`src/rtl/odt_sync_term.sv`:
```
module odt_sync_term #(
  parameter int AL_W       = 4,
  parameter int CWL_W      = 4,
  parameter int MAX_WL     = 24,
  parameter int HOLD_SHORT = 4,
  parameter int HOLD_LONG  = 6
) (
  input  logic             clk,
  input  logic             rst,
  input  logic             term_req,
  input  logic             wr_cmd,
  input  logic             burst8,
  input  logic [AL_W-1:0]  add_lat,
  input  logic [CWL_W-1:0] cas_wr_lat,
  input  logic             dll_locked,
  input  logic [2:0]       rtt_sel,
  output logic             rtt_on,
  output logic [2:0]       rtt_sel_eff,
  output logic             hold_viol
);
  localparam int DEPTH = MAX_WL - 1;
  localparam int TAP_W = $clog2(DEPTH);
  localparam int REM_W = $clog2(HOLD_LONG + 1);

  logic [DEPTH-1:0] pipe;
  logic [TAP_W-1:0] tap;
  logic [REM_W-1:0] rem, rem_nxt, rem_dec, wr_win;
  logic             sample, early;

  // latency tap from AL + CWL - 2, clamped to the pipeline
  always_comb begin
    int lat;
    lat = int'(add_lat) + int'(cas_wr_lat) - 2;
    if (lat < 0) lat = 0;
    if (lat > DEPTH - 1) lat = DEPTH - 1;
    tap = TAP_W'(lat);
  end

  assign sample = term_req & dll_locked;

  always_ff @(posedge clk) begin
    if (rst) pipe <= '0;
    else     pipe <= {pipe[DEPTH-2:0], sample};
  end

  assign rtt_on      = dll_locked & (|rtt_sel) & pipe[tap];
  assign rtt_sel_eff = rtt_on ? rtt_sel : 3'b000;

  // hold window tracking
  assign wr_win  = burst8 ? REM_W'(HOLD_LONG - 1) : REM_W'(HOLD_SHORT - 1);
  assign rem_dec = (rem == '0) ? '0 : rem - 1'b1;
  assign early   = dll_locked & pipe[0] & ~term_req & (rem != '0);

  always_comb begin
    if (!sample) rem_nxt = '0;
    else begin
      rem_nxt = pipe[0] ? rem_dec : REM_W'(HOLD_SHORT - 1);
      if (wr_cmd && rem_nxt < wr_win) rem_nxt = wr_win;
    end
  end

  always_ff @(posedge clk) begin
    if (rst) begin
      rem       <= '0;
      hold_viol <= 1'b0;
    end else begin
      rem <= rem_nxt;
      if (early) hold_viol <= 1'b1;
    end
  end

  p_reset_clears_r9: assert property (@(posedge clk)
    rst |=> (pipe == '0) && !hold_viol && (rem == '0));

  p_viol_sticky_r7: assert property (@(posedge clk) disable iff (rst)
    hold_viol |=> hold_viol);

  p_viol_on_release_r6: assert property (@(posedge clk) disable iff (rst)
    $rose(hold_viol) |-> ($past(pipe[0]) && !pipe[0]));

  p_dll_off_clears_r8: assert property (@(posedge clk) disable iff (rst)
    !dll_locked |=> (!pipe[0] && rem == '0));

  p_bl8_window_r5: assert property (@(posedge clk) disable iff (rst)
    (dll_locked && term_req && wr_cmd && burst8) |=> (rem == REM_W'(HOLD_LONG - 1)));
endmodule

```
`config.mk`:
```
export PLATFORM = sky130hd
export DESIGN_NAME = odt_sync_term
export DESIGN_NICKNAME = d
export VERILOG_FILES = /design/src/rtl/odt_sync_term.sv
export SDC_FILE = /design/constraint.sdc
export NUM_CORES = 1
export LEC_CHECK = 0
export CORE_MARGIN = 2
export CORE_UTILIZATION = 50
export DETAILED_ROUTE_END_ITERATION = 12
export PLACE_DENSITY = 0.76
export SETUP_SLACK_MARGIN = 0.02
export SYNTH_ARGS = -nofsm -noshare
export SYNTH_HDL_FRONTEND = slang
export SYNTH_SLANG_ARGS = --single-unit
```
`constraint.sdc`:
```
create_clock -name clk -period 3.9 [get_ports clk]
set_input_delay 0.585 -clock clk [delete_from_list [all_inputs] [get_ports clk]]
set_output_delay 0.585 -clock clk [all_outputs]
set_load 0.03 [all_outputs]
```
==> flow_metrics.env, run 1 <==
export IMPL_status="finished with violations"
export IMPL_violations="negative setup slack"
export IMPL_clockBufferDepth=2
export IMPL_p_seq_frac=0.375
export IMPL_finalSetupTns_ns=-0.377
export IMPL_swShare=0.353
export IMPL_drc=0
export IMPL_antenna_found_initial=0
export IMPL_drv_slew=0
export IMPL_ant_nets=0
export IMPL_relSlewSlack=0.482
export IMPL_numCtsBuffers=3
export IMPL_grt_first_pass_wirelength_mm=6.98
export IMPL_clock_power_share=0.163
export IMPL_antennaDiodeCount=0
export IMPL_routedWlPerCell_um=16.2
export IMPL_port_buffers=21
export IMPL_htreeDepth=1
export IMPL_period_share=1.03
export IMPL_holdWs_ns=0.480
export IMPL_ios=22
export IMPL_p_per_area_mw_per_mm2=337
export IMPL_drt_iter0_drc=161
export IMPL_syn_area_mm2=0.00159
export IMPL_vias=1642
export IMPL_p_comb_frac=0.461
export IMPL_grt_pass1_vias=1605
export IMPL_crit_type="primary input to output port"
export IMPL_rsz0062_at_grt="true"
export IMPL_synthToLayoutAreaGrowth_pct=38.9
export IMPL_clock_fmax_mhz=250
export IMPL_endpoint_kind="output port"
export IMPL_intPower_w=0.000483
export IMPL_layout_common_cells="buf_4 (29), dfxtp_1 (27), nor2b_1 (23)"
export IMPL_gp_congestion=0.952
export IMPL_synth_nets=220
export IMPL_dieArea_mm2=0.00365
export IMPL_path_cells="buf_6 > inv_4 > ha_4 > inv_4 > ha_4 > fa_2 > or3_1 > a21oi_1 > o31ai_1 > a2bb2oi_1 > o32ai_2 > a32oi_2 > nor2_1 > buf_4"
export IMPL_routed_wl_mm=4.60
export IMPL_cts_sinks=27
export IMPL_crit_buf_inv=4
export IMPL_fp_dieH_um=60.4
export IMPL_finalPower_w=0.000746
export IMPL_grtUsageTotal=0.257
export IMPL_layout_commonest_cell="buf_4"
export IMPL_grt_ovfl_total=0
export IMPL_ys_seq_area_frac=0.340
export IMPL_root_buffer="clkbuf_4"
export IMPL_worst_slack_ns=-0.100
export IMPL_clk_latency_ns=0.33
export IMPL_row_count=20
export IMPL_clkSlewWorstSetupHoldPaths_ns=0.15
export IMPL_synth_edff_count=0
export IMPL_synth_cell_types=45
export IMPL_synth_main_ff_cell="dfxtp_1"
export IMPL_syn_inst=193
export IMPL_hold_viol_final=0
export IMPL_finClkSkew_ns=0.0155
export IMPL_hold_class="register to register"
export IMPL_tritoncts="done"
export IMPL_start_kind="primary input"
export IMPL_fin_nets=267
export IMPL_core_mm2=0.00305
export IMPL_finalSetupViolCount=4
export IMPL_hold_buffers=0
export IMPL_grt_start_max_net_pins=25
export IMPL_required_ns=3.31
export IMPL_dr_pass1_iters=4
export IMPL_synth_async_reset_ratio=0
export IMPL_dp_hpwl_mm=3.05
export IMPL_synth_avg_cell_area_um2=8.25
export IMPL_cpPeakStageDelay_ns=0.45
export IMPL_vdd_drop_max_v=0.000314
export IMPL_cp_top_family="compound AO/OA/AOI/OAI gates"
export IMPL_tightest_slew_ns=0.775
export IMPL_final_min_clock_period_ns=4.00
export IMPL_via_per_inst=5.80
export IMPL_drive_gt1_frac=0.297
export IMPL_ys_ff_latch=27
export IMPL_switching_power_w=0.000263
export IMPL_ys_warn_count=0
export IMPL_cp_arrival_ns=3.42
export IMPL_initial_core_util=0.521
export IMPL_power_leakage_nw=0.924
export IMPL_drv_cap=0
export IMPL_cpMaxStageDelayCell="fa_2"
export IMPL_pre_cts_ws_ns=-0.519
export IMPL_cp_max_fo=6
export IMPL_die_width_um=60.4
## final timing paths
| kind | start | endpoint | slack [ns] | cells past startpoint |
|---|---|---|---|---|
| worst min-delay path | pipe[1] | pipe[2] | 0.48 | 1 |
| worst min register to register | pipe[1] | pipe[2] | 0.48 | 1 |
| worst max register to register | rem[0] | rem[1] | 2.15 | 9 |
| worst max-delay path | cas_wr_lat[1] | rtt_sel_eff[2] | -0.10 | 14 |
## flip-flops by register name (all words and copies together), names as in the netlist
register,count
hold_viol,1
pipe,23
rem,3
## cell usage after synthesis, types with 4 or more instances
cell type  count  share of area
dfxtp_1       27           0.34
inv_1         16          0.038
a21oi_1        9          0.028
o21ai_0        4          0.013
nor2_1        20          0.047
o31ai_1        5          0.024
ha_1           9          0.071
clkbuf_1       4         0.0094
nor3_1         4          0.013
nor2b_1       23          0.090
nand2_1       18          0.042
nand2b_1       5          0.020
## metrics by stage
stage,std cells,util,cell area [um^2]
after global routing,283,0.724,2210
final,283,0.724,2210
after global placement,273,0.646,1970
after detailed placement,273,0.646,1970
after floorplan,193,-,1590
after CTS,281,0.698,2130
## worst register-to-register path: stages (launching register included)
cell and delay [ns]:
dfxtp_1 0.39, nor2_1 0.07, nand2_1 0.07, nand3_1 0.10
ha_1 0.29, a21boi_0 0.12, o21ai_0 0.18, nand3b_1 0.17
nand2b_1 0.19, a21oi_1 0.11
## cells by family after synthesis
kind of cell | count (synthesis) | synth area share
AND/OR/NAND/NOR | 90 | 0.303
AO/OA/AOI/OAI | 41 | 0.196
multiplexers | 3 | 0.0204
adder cells (fa/ha/maj) | 10 | 0.0833
flip-flops | 27 | 0.340
buffers and inverters | 22 | 0.0574
## metal layers
layer  vias to the layer above  global-route usage  routed length [um]
li1                        762                   -                   -
met1                       777               0.288                1740
met2                        85               0.486                2370
met3                        18              0.0277                 329
met4                         0               0.118                 153
met5                         -                   0                   0
## final cells by class
class                           count  area [um^2]
Multi-Input combinational cell    144         1100
Sequential cell                    27          541
Clock buffer                        3         22.5
Fill cell                         235          842
Inverter                           16         67.6
Timing Repair Buffer               48          417
Tap cell                           44         55.1
Clock inverter                      1         7.51
## repair_timing
item,in CTS,in global routing
setup endpoints to repair,4,4
pin swaps,17,13
resized for setup,33,17
setup buffers,4,2
## power by group through the flow
stage | registers (W) | clock network, W | logic (W)
floorplan | 0.000286 | 0 | 0.000168
global placement | 0.000286 | 0 | 0.000257
detailed placement | 0.000286 | 0 | 0.000265
CTS | 0.000280 | 0.000127 | 0.000303
global route | 0.000281 | 0.000136 | 0.000365
finish | 0.000280 | 0.000122 | 0.000344
(Power assumes the default switching activity.)
==> run 2, diff against run 1 <==
--- a/config.mk
+++ b/config.mk
@@ -5,6 +5,7 @@
 export SDC_FILE = /design/constraint.sdc
 export NUM_CORES = 1
 export LEC_CHECK = 0
+export CAP_MARGIN = 5
 export CORE_MARGIN = 2
 export CORE_UTILIZATION = 50
 export DETAILED_ROUTE_END_ITERATION = 12
==> results of run 2 <==
The final DEF is identical to that of run 1; final timing and power are the same.
